**config.mk**
```make
export PLATFORM = sky130hd
export DESIGN_NAME = adcseq_regs
export DESIGN_NICKNAME = d
export VERILOG_FILES = /design/src/rtl/adcseq_pkg.sv /design/src/rtl/adcseq_lane_merge.sv /design/src/rtl/adcseq_pick.sv /design/src/rtl/adcseq_regs.sv
export SDC_FILE = /design/constraint.sdc
export NUM_CORES = 1
export LEC_CHECK = 0
export ABC_AREA = 0
export BUFFER_PORTS_ARGS = -buffer_cell sky130_fd_sc_hd__buf_2
export CAP_MARGIN = 20
export CORE_MARGIN = 5
export CORE_UTILIZATION = 45
export DETAILED_ROUTE_END_ITERATION = 8
export HOLD_SLACK_MARGIN = 0.03
export PLACE_DENSITY = 0.63
export SYNTH_ARGS = -nofsm -noshare
export SYNTH_HDL_FRONTEND = slang
export SYNTH_SLANG_ARGS = --single-unit
```
**constraint.sdc**
```tcl
create_clock -name clk -period 2.45 [get_ports clk]
set_input_delay 0.1225 -clock clk [delete_from_list [all_inputs] [get_ports clk]]
set_output_delay 0.1225 -clock clk [all_outputs]
set_load 0.02 [all_outputs]
```
**src/rtl/adcseq_pkg.sv**
```systemverilog
package adcseq_pkg;
    localparam int DATA_W = 32;
    localparam int ADDR_W = 8;
    localparam int RES_W  = 12;
    localparam int N_ENG  = 2;
    localparam int LANES  = DATA_W / 8;

    localparam logic [ADDR_W-1:0] OFF_EN   = 8'h00;
    localparam logic [ADDR_W-1:0] OFF_CFG  = 8'h04;
    localparam logic [ADDR_W-1:0] OFF_CTRL = 8'h08;
    localparam logic [ADDR_W-1:0] OFF_STAT = 8'h0C;
    localparam logic [ADDR_W-1:0] OFF_BAT  = 8'h1C;
    localparam logic [ADDR_W-1:0] OFF_SMP  = 8'h20;
    localparam logic [ADDR_W-1:0] OFF_DIV  = 8'h28;

    localparam int PD_BIT = 7;

    typedef enum logic [1:0] {
        CH_AUX0 = 2'd0,
        CH_AUX1 = 2'd1,
        CH_BATT = 2'd2
    } chan_e;

    typedef struct packed {
        logic [7:0]        en;
        logic [1:0]        mux;
        logic              lowref;
        logic [7:0]        ctrl;
        logic [N_ENG-1:0]  stat;
        logic [RES_W-1:0]  smp;
        logic [RES_W-1:0]  bat;
        logic [DATA_W-1:0] div;
        logic              busy;
        logic              eng;
        logic              start;
        chan_e             chan;
        logic              lref_o;
        logic [DATA_W-1:0] rdata;
    } regs_t;
endpackage

```
**src/rtl/adcseq_lane_merge.sv**
```systemverilog
module adcseq_lane_merge #(
    parameter int W = 32
) (
    input  logic [1:0]     offs,
    input  logic [1:0]     size,
    input  logic [W-1:0]   cur,
    input  logic [W-1:0]   wdata,
    output logic [W-1:0]   merged,
    output logic [W/8-1:0] lanes
);
    localparam int NL = W / 8;

    for (genvar i = 0; i < NL; i++) begin : g_lane
        localparam logic [1:0] LI = 2'(i);
        assign lanes[i] = (size >= 2'd2)
                       || (size == 2'd1 && LI[1] == offs[1])
                       || (size == 2'd0 && LI == offs);
        assign merged[i*8 +: 8] = lanes[i] ? wdata[i*8 +: 8] : cur[i*8 +: 8];
    end
endmodule

```
**src/rtl/adcseq_pick.sv**
```systemverilog
module adcseq_pick #(
    parameter int N = 2
) (
    input  logic [N-1:0] req,
    output logic [N-1:0] grant,
    output logic         any
);
    logic [N:0] seen;
    assign seen[0] = 1'b0;
    for (genvar i = 0; i < N; i++) begin : g_pri
        assign grant[i]  = req[i] & ~seen[i];
        assign seen[i+1] = seen[i] | req[i];
    end
    assign any = seen[N];
endmodule

```
**src/rtl/adcseq_regs.sv**
```systemverilog
module adcseq_regs
    import adcseq_pkg::*;
(
    input  logic              clk,
    input  logic              rst_n,
    input  logic              req_valid,
    input  logic              req_write,
    input  logic [ADDR_W-1:0] req_addr,
    input  logic [1:0]        req_size,
    input  logic [DATA_W-1:0] req_wdata,
    output logic [DATA_W-1:0] rd_data,
    output logic              conv_start,
    output logic [1:0]        conv_chan,
    output logic              conv_lowref,
    output logic              conv_pd,
    input  logic              conv_done,
    input  logic [RES_W-1:0]  conv_result
);
    regs_t q, d;

    logic [DATA_W-1:0] cur_word, merged;
    logic [LANES-1:0]  lanes;
    logic [N_ENG-1:0]  grant;
    logic [N_ENG-1:0]  pick_req;
    logic              grant_any;

    // read mux, also the old value for partial writes
    always_comb begin
        cur_word = '0;
        case (req_addr[ADDR_W-1:2])
            OFF_EN[ADDR_W-1:2]:   cur_word[7:0] = q.en;
            OFF_CFG[ADDR_W-1:2]:  begin
                cur_word[1:0] = q.mux;
                cur_word[4]   = q.lowref;
            end
            OFF_CTRL[ADDR_W-1:2]: cur_word[7:0] = q.ctrl;
            OFF_STAT[ADDR_W-1:2]: cur_word[N_ENG-1:0] = q.stat;
            OFF_BAT[ADDR_W-1:2]:  cur_word[RES_W-1:0] = q.bat;
            OFF_SMP[ADDR_W-1:2]:  cur_word[RES_W-1:0] = q.smp;
            OFF_DIV[ADDR_W-1:2]:  cur_word = q.div;
            default:              cur_word = '0;
        endcase
    end

    adcseq_lane_merge #(.W(DATA_W)) u_merge (
        .offs   (req_addr[1:0]),
        .size   (req_size),
        .cur    (cur_word),
        .wdata  (req_wdata),
        .merged (merged),
        .lanes  (lanes)
    );

    adcseq_pick #(.N(N_ENG)) u_pick (
        .req   (pick_req),
        .grant (grant),
        .any   (grant_any)
    );

    logic wr, rd;
    assign wr = req_valid & req_write;
    assign rd = req_valid & ~req_write;

    logic [7:0] en_w;
    always_comb begin
        en_w = q.en;
        if (wr && req_addr[ADDR_W-1:2] == OFF_EN[ADDR_W-1:2]) begin
            en_w = 8'h00;
            en_w[N_ENG-1:0] = merged[N_ENG-1:0];
            en_w[PD_BIT]    = merged[PD_BIT];
            if (merged[PD_BIT]) en_w[N_ENG-1:0] = '0;
        end
    end

    assign pick_req = q.en[N_ENG-1:0] & en_w[N_ENG-1:0];

    always_comb begin
        d       = q;
        d.start = 1'b0;
        d.en    = en_w;

        if (wr) begin
            case (req_addr[ADDR_W-1:2])
                OFF_CFG[ADDR_W-1:2]: begin
                    d.mux    = merged[1:0];
                    d.lowref = merged[4];
                end
                OFF_CTRL[ADDR_W-1:2]: d.ctrl = merged[7:0];
                OFF_STAT[ADDR_W-1:2]: if (lanes[0])
                    d.stat = q.stat & ~req_wdata[N_ENG-1:0];
                OFF_DIV[ADDR_W-1:2]:  d.div = merged;
                default: ;
            endcase
        end

        if (q.busy) begin
            if (!en_w[q.eng]) begin
                d.busy = 1'b0;              // aborted by software
            end else if (conv_done) begin
                if (q.eng) d.bat = conv_result;
                else       d.smp = conv_result;
                d.en[q.eng]   = 1'b0;
                d.stat[q.eng] = 1'b1;
                d.busy        = 1'b0;
            end
        end else if (grant_any) begin
            d.busy   = 1'b1;
            d.eng    = grant[1];
            d.start  = 1'b1;
            d.lref_o = q.lowref;
            if (grant[1])          d.chan = CH_BATT;
            else if (q.mux == 2'd1) d.chan = CH_AUX1;
            else                   d.chan = CH_AUX0;
        end

        if (rd) d.rdata = cur_word;
    end

    always_ff @(posedge clk) begin
        if (!rst_n) q <= '0;
        else        q <= d;
    end

    assign rd_data     = q.rdata;
    assign conv_start  = q.start;
    assign conv_chan   = q.chan;
    assign conv_lowref = q.lref_o;
    assign conv_pd     = q.en[PD_BIT];
endmodule

```
* Word level (Yosys, flattened, before mapping)
Cells that the tools add are included.
Word-level totals: bits of input ports 59, register bits 115, logic and storage cells 105
Operators by class: mux-type cells 35, equality and inequality tests 11, $lt $le $gt $ge 4, reductions and logical operators 25, bitwise gates (word level) 16
Operators with widths (count):
- two-way mux 26 bit | 3
- two-way mux 8 bit | 8
- two-way mux 12 bit | 2
- two-way mux 20 bit | 1
- case mux 3 bit (5 select lines) | 1
- case mux 2 bit (7 select lines) | 1
- equality test 6 x 2 -> 1 bit, second input constant | 2
- equality test 6 x 4 -> 1 bit, second input constant | 2
- case mux 4 bit (3 select lines) | 1
- two-way mux 2 bit | 5
- case mux 2 bit (5 select lines) | 1
- logical AND 1 bit | 9
- bitwise AND 8 bit | 1
- two-way mux 1 bit | 8
- NOT 2 -> 8 bit | 1
- AND reduction 2 bit | 4
- AND reduction 4 bit | 2
- equality test 6 x 1 -> 1 bit, second input constant | 1
- equality test 6 x 3 -> 1 bit, second input constant | 1
- zero test 6 bit | 1
- logical OR 1 bit | 6
- two-way mux 6 bit | 1
- NOT 1 bit | 6
- case mux 1 bit (6 select lines) | 1
- other kinds (15) | 22

* Depth between registers and ports, before layout
Gate-level depths: netlist (run 1).
word-level depth 13, depth in mapped cells 11

* Modules after synthesis
A second synthesis (run 1) with hierarchy kept.
Second synthesis, totals: cell total of the unflattened synthesis 620, area total of the unflattened synthesis 5393.9 µm²
By module, submodules not included:
- adcseq_regs | area an instance 4914.7 µm², cells each 574, sequential area each 2182.1 µm², times used 1
- adcseq_lane_merge | area an instance 459.2 µm², cells each 43, sequential area each 0.0 µm², times used 1
- adcseq_pick | area an instance 20.0 µm², cells each 3, sequential area each 0.0 µm², times used 1

* Worst setup path before layout (run 1)
OpenSTA, ideal clock, no wires.
path type register to register, start point reg q, in the netlist conv_pd, end point reg q[88] in the netlist's numbering, data required time 2.332 ns, data arrival time 2.084 ns, library setup time 0.118 ns, slack 0.248 ns, cell stages (with the launch flop) 9, cells stage by stage dfxtp_1 mux4_2 a22oi_1 a21o_1 a31oi_1 or3_1 buf_6 buf_12 mux2i_1
Between the ends: cells in the longest elaborated chain, start to end 7
RTL lines:
- start, declared | RTL line adcseq_regs.sv:19 | regs_t q, d;
- start signal, assigned | RTL line adcseq_regs.sv:120 | if (!rst_n) q <= '0;
- start signal, assigned | RTL line adcseq_regs.sv:121 | else q <= d;
- case mux 3 bit (5 select lines) | RTL line adcseq_regs.sv:30 | case (req_addr[ADDR_W-1:2])
- two-way mux 8 bit | RTL line adcseq_lane_merge.sv:18 | assign merged[i*8 +: 8] = lanes[i] ? wdata[i*8 +: 8] : cur[i*8 +: 8];
- two-way mux 2 bit | RTL line adcseq_regs.sv:71 | if (merged[PD_BIT]) en_w[N_ENG-1:0] = '0;
- two-way mux 8 bit | RTL line adcseq_regs.sv:67 | if (wr && req_addr[ADDR_W-1:2] == OFF_EN[ADDR_W-1:2]) begin
- two-way mux 1 bit (implied by the code) (2 in a row) | RTL line adcseq_regs.sv:97 | if (!en_w[q.eng]) begin
- AND reduction 4 bit (no line)
No other way between the ends. The select of a mux whose other input is x is not followed. A chain may end at the register's enable or synchronous reset.

* Worst setup path after layout (run 1)
start point reg q, in the netlist conv_pd, end point reg q[85] in the netlist's numbering
The elaborated chain is that of the path after synthesis.

==> results.yml, run 1 <==
synthesis:
  post_synth_inst_count: 538
  avgSynthCellArea_um2: 9.10
  synth_seq_cells: 109
  yosys.area.top_type_share: 0.446
  post-synth-top-area-cell: "dfxtp_1"
  ys_async_sr_fraction: 0
  synth_warnings: 0
  synthDistinctLibCells: 52
  synth_edf_count: 0
  synth-main-ff-cell: "dfxtp_1"
  ys_seq_area_frac: 0.446
  syn_area_um2: 4890
  synth_area_leaders: "dfxtp_1 45%, mux2i_1 13%, nand2_1 6.1%"
  synth_nets: 597
timing:
  tightest_slew_ns: 0.968
  whs_ns: 0.0408
  max_freq_ghz: 0.439
  finalWorstSetupSlack_ns: 0.173
  setup_violations: 0
  drv_slew: 0
  fin_skew_ns: 0.0122
  slew-limit-headroom: 0.350
  rsz0062_at_grt: "no"
  finalCritPeriodShare: 0.929
  period_minus_slack_ns: 2.28
  hold_viol_final: 0
  setup_tns_ns: 0
cts:
  cts.sinks: 109
  post_cts_buffers: 0
  cts_made_buffers: 9
  cts.clk_slew.worst_paths_ns: 0.11
  insertion_delay_ns: 0.37
  clockRootBuffer: "clkbuf_8"
  cts_tree: "done"
  cts_htree_levels: 3
  cts_buffer_depth: 2
floorplan:
  die_w_um: 114
  io_pins: 96
  core_area_um2: 10700
  row_count: 38
  die_h_um: 114
  start_util: 0.456
  design.die.area_um2: 13100
worst_setup_path:
  crit_fanout: 13
  arrival_ns: 2.56
  end_kind: "flop"
  path_class: "flop to flop"
  required_ns: 2.73
  cp-start-kind: "flop"
power_and_ir_drop:
  clockPowerShare: 0.326
  p_leak_nw: 2.45
  p_seq_frac: 0.585
  ir_drop_v: 0.000273
  netSwitchingFraction: 0.257
  p_int_w: 0.00227
  p_per_area_nw_per_um2: 536
  share_comb_of_total_power: 0.089
  p_sw_w: 0.000787
layout:
  antenna_cells: 0
  final_nets: 679
  mostFrequentLayoutCells: "109 x dfxtp_1, 95 x buf_2, 79 x nand2_1, 63 x mux2i_1, 58 x nor2_1"
  synthToLayoutAreaGrowth_pct: 16.7
  fillers: 1026
  drive_gt1_frac: 0.236
  layout_commonest_cell: "dfxtp_1"
global_routing:
  grtUsageTotal: 0.181
  grt_first_pass_wirelength_mm: 19.0
  antenna_found_initial: 0
  overflow: 0
  grt_max_degree: 68
  grt_pass1_vias: 3820
detailed_routing:
  vias: 3990
  ant_nets: 0
  firstDrtPassIters: 7
  totalWireLength_mm: 11.7
  via_per_inst: 5.22
  dr.first_iter.drc_count: 362
  post-route-drc-count: 0
  wire_per_inst_um: 15.4
worst_hold_path:
  hold_path_class: "input port to flop"
place:
  portBuffers: 95
  pre_cts_slack_ns: 0.159
  dp.final_hpwl_mm: 8.47
  gp_congestion: 0.814
run:
  drv_cap: 0
outcome:
  status: "finished clean"
==> power groups by stage <==
stage	clock (W)	combinational (W)	sequential (W)
after global placement	0	0.000234	0.00183
after floorplan	0	0.000151	0.00183
after global routing	0.00111	0.000299	0.00179
after CTS	0.00102	0.000274	0.00179
after detailed placement	0	0.000238	0.00183
final	0.000998	0.000273	0.00179
==> per-stage QoR <==
step / utilization / instance area (µm²) / instances / total power, W
after floorplan: - / 4890 / 538 / 0.00198
after global placement: 0.488 / 5250 / 720 / 0.00206
after detailed placement: 0.488 / 5250 / 720 / 0.00207
after CTS: 0.532 / 5710 / 764 / 0.00308
after global routing: 0.532 / 5710 / 764 / 0.00320
final: 0.532 / 5710 / 764 / 0.00306
==> synthesized netlist by cell type (4+ instances only) <==
library cell  instances
nand3_1              23
buf_4                36
a222oi_1              8
nor2_1               59
a311oi_1              4
o21ai_0               7
nand2b_1              4
a31oi_1               8
o211ai_1              4
dfxtp_1             109
inv_1                 7
nor2b_1               9
nand2_1              79
clkbuf_1             24
a21oi_1              34
a211oi_1              5
mux2i_1              63
==> per-layer routing <==
| layer | global-route usage | wire [µm] | vias up |
|---|---|---|---|
| li1 | - | - | 1996 |
| met1 | 0.251 | 5670 | 1865 |
| met2 | 0.286 | 5260 | 117 |
| met3 | 0.0359 | 635 | 12 |
| met4 | 0.0523 | 170 | 0 |
| met5 | 0 | 0 | - |
==> logic make-up (layout without fill, tap and decap cells) <==
family | after synthesis | count (layout) | share of synthesized area
mux | 68 | 68 | 0.148
buf+inv | 77 | 163 | 0.0984
simple gates | 198 | 198 | 0.188
compound gates | 86 | 86 | 0.119
flops | 109 | 109 | 0.446
==> area by class of cell <==
cell class | instances | area, µm² | share of cell area
repair buffers | 140 | 911 | 0.159
inverters | 8 | 30.0 | 0.00526
flip-flops and latches | 109 | 2180 | 0.382
multi-input cells | 352 | 2240 | 0.392
clock inverters | 6 | 50.0 | 0.00876
well taps | 140 | 175 | 0.0307
clock buffers | 9 | 124 | 0.0217
==> path summary, 6_finish.rpt <==
path | from | end | slack (ns) | depth (start not counted)
setup / recovery | conv_pd | q[85] | 0.17 | 7
hold / removal | conv_result[5] | q[87] | 0.04 | 3
setup reg to reg | conv_pd | q[85] | 0.17 | 7
hold reg to reg | rd_data[14] | rd_data[14] | 0.45 | 2
==> registers in the layout (all words and copies together) (netlist names) <==
signal,count
q,73
rd_data,32
conv_chan,1
conv_lowref,1
conv_pd,1
conv_start,1
==> what timing repair did <==
| item | CTS | global route |
|---|---|---|
| endpoints found under the hold margin | 34 | 0 |
| gates resized for setup | 0 | 0 |
| hold buffers | 29 | 0 |
==> critical path, stage by stage (launching register included) <==
cell and delay [ns]:
dfxtp_1 0.35, mux4_2 0.45, a22oi_1 0.22, a21o_1 0.28, a31oi_1 0.16, or3_1 0.39
buf_12 0.18, mux2i_1 0.17
No activity file was read; power rests on OpenSTA's default activity.
==> inputs of run 2 (changes only) <==
--- a/config.mk
+++ b/config.mk
@@ -11,6 +11,7 @@
 export CORE_MARGIN = 5
 export CORE_UTILIZATION = 45
 export DETAILED_ROUTE_END_ITERATION = 8
+export GPL_TIMING_DRIVEN = 0
 export HOLD_SLACK_MARGIN = 0.03
 export PLACE_DENSITY = 0.63
 export SYNTH_ARGS = -nofsm -noshare
==> constraint.sdc (replaced) <==
create_clock -name clk -period 2.45 [get_ports clk]
set_input_delay 0.1225 -clock clk [delete_from_list [all_inputs] [get_ports clk]]
set_output_delay 0.1225 -clock clk [all_outputs]
set_load 0.01 [all_outputs]
==> results.yml, run 2 (synthesized netlist as in run 1, its figures left out) <==
power_and_ir_drop:
  p_leak_nw: 2.65
  p_per_area_nw_per_um2: 521
  p_total_w: 0.00316
  p_seq_frac: 0.567
  share_comb_of_total_power: 0.094
  p_int_w: 0.00234
  ir_drop_v: 0.000303
  netSwitchingFraction: 0.260
  p_sw_w: 0.000820
  clockPowerShare: 0.339
place:
  dp.final_hpwl_mm: 9.47
  portBuffers: 94
  dp.cells: 772
  dpl-instance-area_um2: 5540
  gp_congestion: 0.825
cts:
  cts.clk_slew.worst_paths_ns: 0.10
  cts_buffer_depth: 2
  insertion_delay_ns: 0.37
  cts_made_buffers: 9
  cts_tree: "done"
  clockRootBuffer: "clkbuf_8"
  cts_htree_levels: 3
  cts.sinks: 109
timing:
  drv_slew: 0
  max_freq_ghz: 0.437
  slew-limit-headroom: 0.280
  whs_ns: 0.0475
  setup_violations: 0
  setup_tns_ns: 0
  hold_viol_final: 0
  tightest_slew_ns: 1.07
  period_minus_slack_ns: 2.29
  fin_skew_ns: 0.0159
  finalCritPeriodShare: 0.933
  rsz0062_at_grt: "no"
detailed_routing:
  firstDrtPassIters: 7
  ant_nets: 0
  via_per_inst: 5.14
  dr.first_iter.drc_count: 330
  totalWireLength_mm: 12.6
  post-route-drc-count: 0
  wire_per_inst_um: 15.3
  vias: 4216
layout:
  final_nets: 735
  final_cell_area_um2: 6060
  mostFrequentLayoutCells: "109 x dfxtp_1, 96 x buf_2, 79 x nand2_1, 63 x mux2i_1, 59 x nor2_1"
  fillers: 1010
  antenna_cells: 0
  synthToLayoutAreaGrowth_pct: 23.8
  drive_gt1_frac: 0.257
  layout_commonest_cell: "dfxtp_1"
  regMostFlops: "q"
  fin_cells: 821
  largest_reg_flops: 73
worst_setup_path:
  end_kind: "flop"
  r2r_cells: 8
  crit_fanout: 10
  path_class: "flop to flop"
  cp-start-kind: "flop"
  required_ns: 2.71
  arrival_ns: 2.54
run:
  drv_cap: 0
global_routing:
  overflow: 0
  grt_first_pass_wirelength_mm: 20.2
  grtUsageTotal: 0.194
  antenna_found_initial: 0
  grt_max_degree: 20
  grt_pass1_vias: 4105
floorplan:
  die_h_um: 114
  io_pins: 96
  row_count: 38
  core_area_um2: 10700
  start_util: 0.456
  die_w_um: 114
  design.die.area_um2: 13100
worst_hold_path:
  hold_path_class: "input port to flop"
  min_path_cells: 3
outcome:
  status: "finished clean"
[run 2: stage by stage]
stage          utilization  setup slack (ns)
3_3_place_gp         0.516           -0.0678
2_1_floorplan            -             0.298
6_report             0.564             0.163
3_5_place_dp         0.516           -0.0605
4_1_cts              0.564            0.0769
5_1_grt              0.564            0.0465
[run 2: per-layer routing]
layer  vias up  share of wire  global-route usage
met5         -              0                   0
met4         0         0.0092              0.0491
met3        12          0.056              0.0264
met1      1961           0.47               0.267
met2       136           0.46               0.320
li1       2107              -                   -
[run 2: path summary, 6_finish.rpt]
kind / startpoint / slack (ns) / to
setup / recovery: conv_pd / 0.16 / q[85]
hold reg to reg: rd_data[17] / 0.46 / rd_data[17]
hold / removal: conv_result[4] / 0.05 / q[86]
setup reg to reg: conv_pd / 0.16 / q[85]
[run 2: layout make-up]
| cell class | count | area [µm²] | share of cell area |
|---|---|---|---|
| clock buffer | 10 | 138 | 0.0227 |
| inverter | 8 | 30.0 | 0.00495 |
| clock inverter | 6 | 56.3 | 0.00929 |
| buffer | 69 | 452 | 0.0745 |
| tap | 140 | 175 | 0.0289 |
| timing repair buffer | 127 | 793 | 0.131 |
| sequential | 109 | 2180 | 0.360 |
| multi-input combinational | 352 | 2240 | 0.369 |
[run 2: timing repair]
item,4_1_cts,5_1_grt
setup buffers,3,0
hold buffers,30,0
gates cloned,0,0
hold endpoints to repair,39,0
resized for setup,0,1
setup endpoints to repair,4,14
[run 2: critical path: stages, from the launching register on]
cell	delay, ns
dfxtp_1	0.35
mux4_2	0.47
a22oi_2	0.21
a21o_1	0.22
a31oi_1	0.16
or3_1	0.37
buf_6	0.15
buf_12	0.14
mux2i_1	0.11
[run 2: power by group through the flow]
stage | Combinational (W) | Clock, W | Sequential, W
final | 0.000298 | 0.00107 | 0.00179
after global routing | 0.000327 | 0.00115 | 0.00179
after CTS | 0.000297 | 0.00109 | 0.00179
after detailed placement | 0.000253 | 0 | 0.00183
after global placement | 0.000251 | 0 | 0.00183
after floorplan | 0.000142 | 0 | 0.00183
